[config.mk]
export PLATFORM = sky130hd
export DESIGN_NAME = mdio_mgmt_master
export DESIGN_NICKNAME = d
export VERILOG_FILES = /design/src/rtl/mdio_mgmt_pkg.sv /design/src/rtl/mdio_phase_gen.sv /design/src/rtl/mdio_frame_seq.sv /design/src/rtl/mdio_mgmt_master.sv
export SDC_FILE = /design/constraint.sdc
export NUM_CORES = 1
export LEC_CHECK = 0
export BUFFER_PORTS_ARGS = -buffer_cell sky130_fd_sc_hd__buf_2
export CAP_MARGIN = 20
export CORE_ASPECT_RATIO = 0.5
export CORE_MARGIN = 2
export CORE_UTILIZATION = 23
export CTS_CLUSTER_DIAMETER = 200
export DETAILED_ROUTE_END_ITERATION = 8
export GPL_ROUTABILITY_DRIVEN = 0
export MAX_ROUTING_LAYER = met4
export PLACE_DENSITY = 0.46
export SLEW_MARGIN = 20
export SYNTH_ARGS = -nofsm -noshare
export SYNTH_HDL_FRONTEND = slang
export SYNTH_SLANG_ARGS = --single-unit
export TNS_END_PERCENT = 30
[constraint.sdc]
create_clock -name clk -period 5.6 [get_ports clk]
set_input_delay 0.84 -clock clk [delete_from_list [all_inputs] [get_ports clk]]
set_output_delay 0.84 -clock clk [all_outputs]
set_load 0.005 [all_outputs]
[src/rtl/mdio_mgmt_pkg.sv]
package mdio_mgmt_pkg;

    typedef enum logic [2:0] {
        ST_IDLE     = 3'd0,
        ST_PREAMBLE = 3'd1,
        ST_HEADER   = 3'd2,
        ST_TURN     = 3'd3,
        ST_DATA     = 3'd4
    } mdio_state_e;

    localparam int CMD_W = 32;
    localparam int IDX_W = $clog2(CMD_W);

    // Field positions that the sequencer itself decodes
    localparam int OP_HI = 29;
    localparam int OP_LO = 28;
    localparam int TA_HI = 17;
    localparam int TA_LO = 16;

    localparam logic [1:0] OP_READ = 2'b10;

endpackage

[src/rtl/mdio_phase_gen.sv]
module mdio_phase_gen #(
    parameter int DIV_BASE_LOG2 = 3,
    parameter int SEL_W         = 2
) (
    input  logic             clk,
    input  logic             rst_n,
    input  logic             start,
    input  logic             run,
    input  logic [SEL_W-1:0] sel,
    output logic             mdc,
    output logic             rise_tick,
    output logic             bit_end
);
    localparam int PH_W = DIV_BASE_LOG2 + (1 << SEL_W) - 1;

    logic [SEL_W-1:0] sel_q;
    logic [PH_W-1:0]  phase;
    logic [PH_W:0]    div_full;
    logic [PH_W-1:0]  div_m1;
    logic [PH_W-1:0]  half;
    logic [PH_W-1:0]  half_m1;

    always_comb begin
        div_full  = {{PH_W{1'b0}}, 1'b1} << (DIV_BASE_LOG2 + int'(sel_q));
        div_m1    = div_full[PH_W-1:0] - PH_W'(1);
        half      = div_full[PH_W:1];
        half_m1   = half - PH_W'(1);
        rise_tick = run && (phase == half_m1);
        bit_end   = run && (phase == div_m1);
        mdc       = run && (phase >= half);
    end

    always_ff @(posedge clk or negedge rst_n) begin
        if (!rst_n) begin
            sel_q <= '0;
            phase <= '0;
        end else if (start) begin
            sel_q <= sel;
            phase <= '0;
        end else if (run) begin
            phase <= bit_end ? '0 : phase + PH_W'(1);
        end else begin
            phase <= '0;
        end
    end

    AST_RISE_FOLLOWS: assert property (@(posedge clk) disable iff (!rst_n)
        rise_tick |=> (mdc || !run));

    AST_END_LOW: assert property (@(posedge clk) disable iff (!rst_n)
        bit_end |=> !mdc);

endmodule

[src/rtl/mdio_frame_seq.sv]
module mdio_frame_seq
    import mdio_mgmt_pkg::*;
#(
    parameter int PRE_LEN = 32
) (
    input  logic             clk,
    input  logic             rst_n,
    input  logic             start,
    input  logic             abort,
    input  logic             bit_end,
    input  logic             is_read,
    input  logic             tx_bit,
    output mdio_state_e      state,
    output logic [IDX_W-1:0] bit_idx,
    output logic             mdio_o,
    output logic             mdio_oe
);
    localparam int CNT_MAX = (PRE_LEN > CMD_W) ? PRE_LEN : CMD_W;
    localparam int CNT_W   = $clog2(CNT_MAX);

    mdio_state_e      state_n;
    logic [CNT_W-1:0] cnt;
    logic [CNT_W-1:0] cnt_n;

    assign bit_idx = cnt[IDX_W-1:0];

    // State register
    always_ff @(posedge clk or negedge rst_n) begin
        if (!rst_n) begin
            state <= ST_IDLE;
            cnt   <= '0;
        end else begin
            state <= state_n;
            cnt   <= cnt_n;
        end
    end

    // Transitions
    always_comb begin
        state_n = state;
        cnt_n   = cnt;
        unique case (state)
            ST_IDLE: begin
                if (start) begin
                    state_n = ST_PREAMBLE;
                    cnt_n   = CNT_W'(PRE_LEN - 1);
                end
            end
            ST_PREAMBLE: begin
                if (bit_end) begin
                    if (cnt == '0) begin
                        state_n = ST_HEADER;
                        cnt_n   = CNT_W'(CMD_W - 1);
                    end else begin
                        cnt_n = cnt - CNT_W'(1);
                    end
                end
            end
            ST_HEADER: begin
                if (bit_end) begin
                    cnt_n = cnt - CNT_W'(1);
                    if (cnt == CNT_W'(TA_HI + 1)) state_n = ST_TURN;
                end
            end
            ST_TURN: begin
                if (bit_end) begin
                    cnt_n = cnt - CNT_W'(1);
                    if (cnt == CNT_W'(TA_LO)) state_n = ST_DATA;
                end
            end
            ST_DATA: begin
                if (bit_end) begin
                    if (cnt == '0) state_n = ST_IDLE;
                    else           cnt_n   = cnt - CNT_W'(1);
                end
            end
            default: state_n = ST_IDLE;
        endcase
        if (abort && (state != ST_IDLE)) begin
            state_n = ST_IDLE;
            cnt_n   = '0;
        end
    end

    // Outputs
    always_comb begin
        mdio_oe = 1'b0;
        mdio_o  = 1'b0;
        unique case (state)
            ST_IDLE: begin
                mdio_oe = 1'b0;
            end
            ST_PREAMBLE: begin
                mdio_oe = 1'b1;
                mdio_o  = 1'b1;
            end
            ST_HEADER: begin
                mdio_oe = 1'b1;
                mdio_o  = tx_bit;
            end
            ST_TURN, ST_DATA: begin
                if (!is_read) begin
                    mdio_oe = 1'b1;
                    mdio_o  = tx_bit;
                end
            end
            default: mdio_oe = 1'b0;
        endcase
    end

    AST_HEADER_FROM_PREAMBLE: assert property (@(posedge clk) disable iff (!rst_n)
        (state == ST_HEADER && $past(state) != ST_HEADER) |-> ($past(state) == ST_PREAMBLE));

    AST_DATA_FROM_TURN: assert property (@(posedge clk) disable iff (!rst_n)
        (state == ST_DATA && $past(state) != ST_DATA) |-> ($past(state) == ST_TURN));

endmodule

[src/rtl/mdio_mgmt_master.sv]
module mdio_mgmt_master
    import mdio_mgmt_pkg::*;
#(
    parameter int DIV_BASE_LOG2 = 3,
    parameter int SEL_W         = 2,
    parameter int PRE_LEN       = 32
) (
    input  logic             clk,
    input  logic             rst_n,
    input  logic             mgmt_en,
    input  logic [SEL_W-1:0] mdc_sel,
    input  logic             cmd_wr,
    input  logic [CMD_W-1:0] cmd_wdata,
    output logic [CMD_W-1:0] cmd_rdata,
    output logic             idle,
    output logic             mdc,
    output logic             mdio_o,
    output logic             mdio_oe,
    input  logic             mdio_i
);
    mdio_state_e      state;
    logic [IDX_W-1:0] bit_idx;
    logic [CMD_W-1:0] cmd_q;
    logic             start;
    logic             run;
    logic             is_read;
    logic             rise_tick;
    logic             bit_end;

    assign run       = (state != ST_IDLE);
    assign idle      = !run;
    assign start     = cmd_wr && mgmt_en && !run;
    assign is_read   = (cmd_q[OP_HI:OP_LO] == OP_READ);
    assign cmd_rdata = cmd_q;

    mdio_phase_gen #(
        .DIV_BASE_LOG2 (DIV_BASE_LOG2),
        .SEL_W         (SEL_W)
    ) u_phase (
        .clk       (clk),
        .rst_n     (rst_n),
        .start     (start),
        .run       (run),
        .sel       (mdc_sel),
        .mdc       (mdc),
        .rise_tick (rise_tick),
        .bit_end   (bit_end)
    );

    mdio_frame_seq #(
        .PRE_LEN (PRE_LEN)
    ) u_seq (
        .clk     (clk),
        .rst_n   (rst_n),
        .start   (start),
        .abort   (!mgmt_en),
        .bit_end (bit_end),
        .is_read (is_read),
        .tx_bit  (cmd_q[bit_idx]),
        .state   (state),
        .bit_idx (bit_idx),
        .mdio_o  (mdio_o),
        .mdio_oe (mdio_oe)
    );

    always_ff @(posedge clk or negedge rst_n) begin
        if (!rst_n) begin
            cmd_q <= '0;
        end else if (start) begin
            cmd_q <= cmd_wdata;
        end else if ((state == ST_DATA) && is_read && rise_tick && mgmt_en) begin
            cmd_q[bit_idx] <= mdio_i;
        end
    end

    AST_LAUNCH: assert property (@(posedge clk) disable iff (!rst_n)
        (idle && cmd_wr && mgmt_en) |=> (!idle && cmd_rdata == $past(cmd_wdata)));

    AST_BUSY_IGNORED: assert property (@(posedge clk) disable iff (!rst_n)
        (!idle && cmd_wr) |=> (cmd_rdata[CMD_W-1:TA_LO] == $past(cmd_rdata[CMD_W-1:TA_LO])));

    AST_WRITE_HOLDS: assert property (@(posedge clk) disable iff (!rst_n)
        (!idle && !is_read) |=> $stable(cmd_rdata));

    AST_DISABLE_STOPS: assert property (@(posedge clk) disable iff (!rst_n)
        !mgmt_en |=> (idle && !mdc && !mdio_oe));

    AST_IDLE_QUIET: assert property (@(posedge clk) disable iff (!rst_n)
        idle |-> (!mdc && !mdio_oe));

    AST_RELEASE_ZERO: assert property (@(posedge clk) disable iff (!rst_n)
        !mdio_oe |-> !mdio_o);

endmodule

==> flow_metrics.env <==
export IMPL_die_height_um=87.4
export IMPL_port_buffers=74
export IMPL_synthesis_yosys_warnings=0
export IMPL_final_setup_tns_ns=0
export IMPL_layout_cells_most_common="sky130_fd_sc_hd__nor2_1"
export IMPL_initial_utilization_pct=23.6
export IMPL_antenna_left=0
export IMPL_p_leak_nw=1.60
export IMPL_endpoint_class_of_the_critical_path="primary output"
export IMPL_design_core_area_um2=13600
export IMPL_muxShareOfSynthArea_pct=16.7
export IMPL_globalRouteTotalUtil_pct=12.8
export IMPL_hold_worst_slack_ns=0.551
export IMPL_met2WireLength_um=4050
export IMPL_top_level_ports=75
export IMPL_async_reset_ff_share_pct=100
export IMPL_layout_worst_path_cycle_share_pct=63.6
export IMPL_hold_viol=0
export IMPL_filler_cell_count=1483
export IMPL_totalWireLength_um=8970
export IMPL_synth_sequential_area_ratio_pct=37.6
export IMPL_first_global_vias=2651
export IMPL_most_common_layout_cells="sky130_fd_sc_hd__nor2_1, sky130_fd_sc_hd__buf_2, sky130_fd_sc_hd__dfrtp_1"
export IMPL_route_detailed_drc=0
export IMPL_tightest_slew_ns=0.763
export IMPL_hold_path_startpoint="u_phase.phase[0]"
export IMPL_synth_edff_count=0
export IMPL_drt_wirelength_per_cell_um=14.7
export IMPL_critPathKind="flip-flop to primary output"
export IMPL_detailroute_via_count=2754
export IMPL_clkSinkCount=48
export IMPL_grt_setup_unrepaired="false"
export IMPL_post_route_worst_setup_slack_ns=2.04
export IMPL_crit_reg2reg_capture="u_phase.sel_q[0]"
export IMPL_syn_inst=352
export IMPL_min_delay_path_depth=1
export IMPL_ff_latch_area_um2=1200
export IMPL_setup_viol_count_final=0
export IMPL_power_density_nw_per_um2=507
export IMPL_clock_tree_from_tritoncts="done"
export IMPL_required_ns=4.76
export IMPL_dpl_hpwl_um=6370
export IMPL_layout_min_cycle_time_ns=3.56
export IMPL_cts_post_setup_buffers_inserted=0
export IMPL_pre_cts_slack_ns=2.34
export IMPL_holdBufCountCts=0
export IMPL_outcome="complete, no violations"
export IMPL_worstPathCellList="mux4_2 > inv_1 > o22ai_1 > a221oi_1 > o221ai_1 > o21a_1 > buf_2"
export IMPL_synth_ff_type="sky130_fd_sc_hd__dfrtp_1"
export IMPL_synth_seq_cells=48
export IMPL_area_used_by_multi_input_combinational_logic_um2=1890
export IMPL_relative_slew_margins_pct=48.7
export IMPL_post_layout_nonfiller_instances=611
export IMPL_rr_startpoint="u_seq.state[2]"
export IMPL_met3WireLength_um=192
export IMPL_grt_pass1_wl_um=14500
export IMPL_synthDistinctLibCells=48
export IMPL_antenna_found_initial=0
export IMPL_crit_path_max_fo=15
export IMPL_cts_buffers=5
export IMPL_r2r_setup_slack_ns=2.74
export IMPL_worst_setup_hold_path_clk_slew_ns=0.07
export IMPL_library_cell_with_the_largest_summed_area_after_synthesis="sky130_fd_sc_hd__dfrtp_1"
export IMPL_share_of_layout_cells_above_drive_strength_1_pct=24.8
export IMPL_synth_simple_gate_area_share_pct=19.1
export IMPL_min_to="u_phase.phase[0]"
export IMPL_worstSetupStartpointType="flip-flop"
export IMPL_drt_iter0_drc=118
export IMPL_slew_viol_final=0
export IMPL_count_of_buffer_and_inverter_cells_on_the_critical_path=2
export IMPL_maximum_root_to_sink_buffer_count=2
export IMPL_hold_path_class="flip-flop to flip-flop"
export IMPL_max_freq_mhz=281
export IMPL_mappedNetlistArea_um2=3200
export IMPL_yosys_top_cells_area="sky130_fd_sc_hd__dfrtp_1, sky130_fd_sc_hd__mux2i_1, sky130_fd_sc_hd__nor2_1"
export IMPL_adder_cell_fraction_of_synth_area_pct=5.09
export IMPL_clk_insertion_delay_late_ns=0.29
export IMPL_n_antenna_cell=0
export IMPL_critical_path_slowest_cell="sky130_fd_sc_hd__dfrtp_1"
export IMPL_row_count=30
export IMPL_drt_pre_antenna_iters=4
export IMPL_clk_root_buffer_cell="sky130_fd_sc_hd__clkbuf_16"
export IMPL_detail_route_vias_per_cell=4.51
export IMPL_synthXorXnorAreaFrac_pct=2.46
export IMPL_cts_resized=0
export IMPL_cell_count_of_the_worst_reg_to_reg_path=4
export IMPL_top_layer_used="met4"
export IMPL_area_growth_pct=22.9
export IMPL_cts_htree_levels=2
export IMPL_main_combinational_cell_family_by_area_after_synthesis="simple AND/OR/NAND/NOR gates"
export IMPL_wl_met1_um=4650
export IMPL_grt_overflow=0
export IMPL_synth_compound_area_share_pct=15.2
export IMPL_dieArea_um2=14900
export IMPL_grt_max_degree=49
export IMPL_synth_area_per_cell_um2=9.09
export IMPL_vdd_ir_drop_worst_uv=171
export IMPL_drv_max_cap_violation_count=0
export IMPL_post_synth_top_area_fraction_pct=37.6
export IMPL_cpPeakStageDelay_ns=0.83
export IMPL_die_width_um=171
export IMPL_timing_clock_skew_ns=0.00420
export IMPL_cp_arrival_ns=2.72
export IMPL_critical_path_top_delay_family="compound AO/OA/AOI/OAI gates"
export IMPL_dp_cells=603
export IMPL_num_nets_final=470
-- area by class of cell --
cell class	count	share of cell area [%]
clock buffer	5	3.18
clock inverter	3	1.08
inverter	12	1.15
multi-input combinational	275	48.1
sequential	48	30.6
tap	192	6.11
timing repair buffer	76	9.80
-- cells in the mapped netlist (2+ instances only) --
master,n
sky130_fd_sc_hd__ha_1,13
sky130_fd_sc_hd__clkbuf_1,17
sky130_fd_sc_hd__mux4_2,8
sky130_fd_sc_hd__a211oi_1,3
sky130_fd_sc_hd__inv_1,12
sky130_fd_sc_hd__mux2_2,2
sky130_fd_sc_hd__conb_1,2
sky130_fd_sc_hd__nor2_1,81
sky130_fd_sc_hd__xnor2_1,4
sky130_fd_sc_hd__o21ai_0,5
sky130_fd_sc_hd__nand3b_1,5
sky130_fd_sc_hd__mux2i_1,33
sky130_fd_sc_hd__nand2_1,6
sky130_fd_sc_hd__a21oi_1,43
sky130_fd_sc_hd__o31ai_1,2
sky130_fd_sc_hd__nand2b_1,8
sky130_fd_sc_hd__nor3_1,2
sky130_fd_sc_hd__o22a_1,2
sky130_fd_sc_hd__or3_1,3
sky130_fd_sc_hd__or2_1,2
sky130_fd_sc_hd__nand3_2,4
sky130_fd_sc_hd__a221oi_1,2
sky130_fd_sc_hd__xor2_1,5
sky130_fd_sc_hd__nand3_1,7
sky130_fd_sc_hd__dfrtp_1,48
sky130_fd_sc_hd__a21o_1,3
sky130_fd_sc_hd__o21a_1,2
sky130_fd_sc_hd__a31oi_1,6
sky130_fd_sc_hd__or3b_2,2
sky130_fd_sc_hd__nand4_1,2
-- worst max-delay path by stage --
stage / start / to / cells past startpoint
finish: u_seq.bit_idx[0] / mdio_o / 7
global route: u_seq.bit_idx[0] / mdio_o / 7
CTS: u_seq.bit_idx[0] / mdio_o / 7
detailed placement: u_seq.bit_idx[0] / mdio_o / 7
global placement: u_seq.bit_idx[0] / mdio_o / 7
floorplan: u_seq.bit_idx[0] / mdio_o / 5
-- metrics by stage --
step           total power, mW  cell area, µm²  utilization (%)
3_3_place_gp              1.66            3760             27.8
2_1_floorplan             1.32            3210                -
3_5_place_dp              1.66            3760             27.8
4_1_cts                   2.02            3930             29.0
6_report                  1.99            3930             29.0
5_1_grt                   2.17            3930             29.0
-- logic make-up (layout without fill, tap and decap cells) --
family	after synthesis	after routing
AOI/OAI and AO/OA	78	78
xor gates and xnor gates	9	9
adders and majority gates	13	13
buffers and inverters	31	96
DFF	48	48
muxes	43	43
other	2	4
and+or+nand+nor	128	128
-- report_power, final --
part,switching [mW],internal [mW]
Clock,0.138,0.210
Sequential,0.249,0.501
Combinational,0.436,0.460
Total,0.822,1.17
-- state kept, by name, summed over array words and instances (netlist names) --
register / cells
u_seq.state: 3
u_phase.sel_q: 2
cmd_rdata: 32
u_seq.bit_idx: 5
u_phase.phase: 6
-- layer usage --
layer / vias up / track usage [%]
li1: 1374 / -
met1: 1338 / 17.9
met2: 37 / 20.1
met3: 5 / 1.36
met4: 0 / 2.56
met5: - / -
Note: power is estimated with default switching activity, not from simulation.
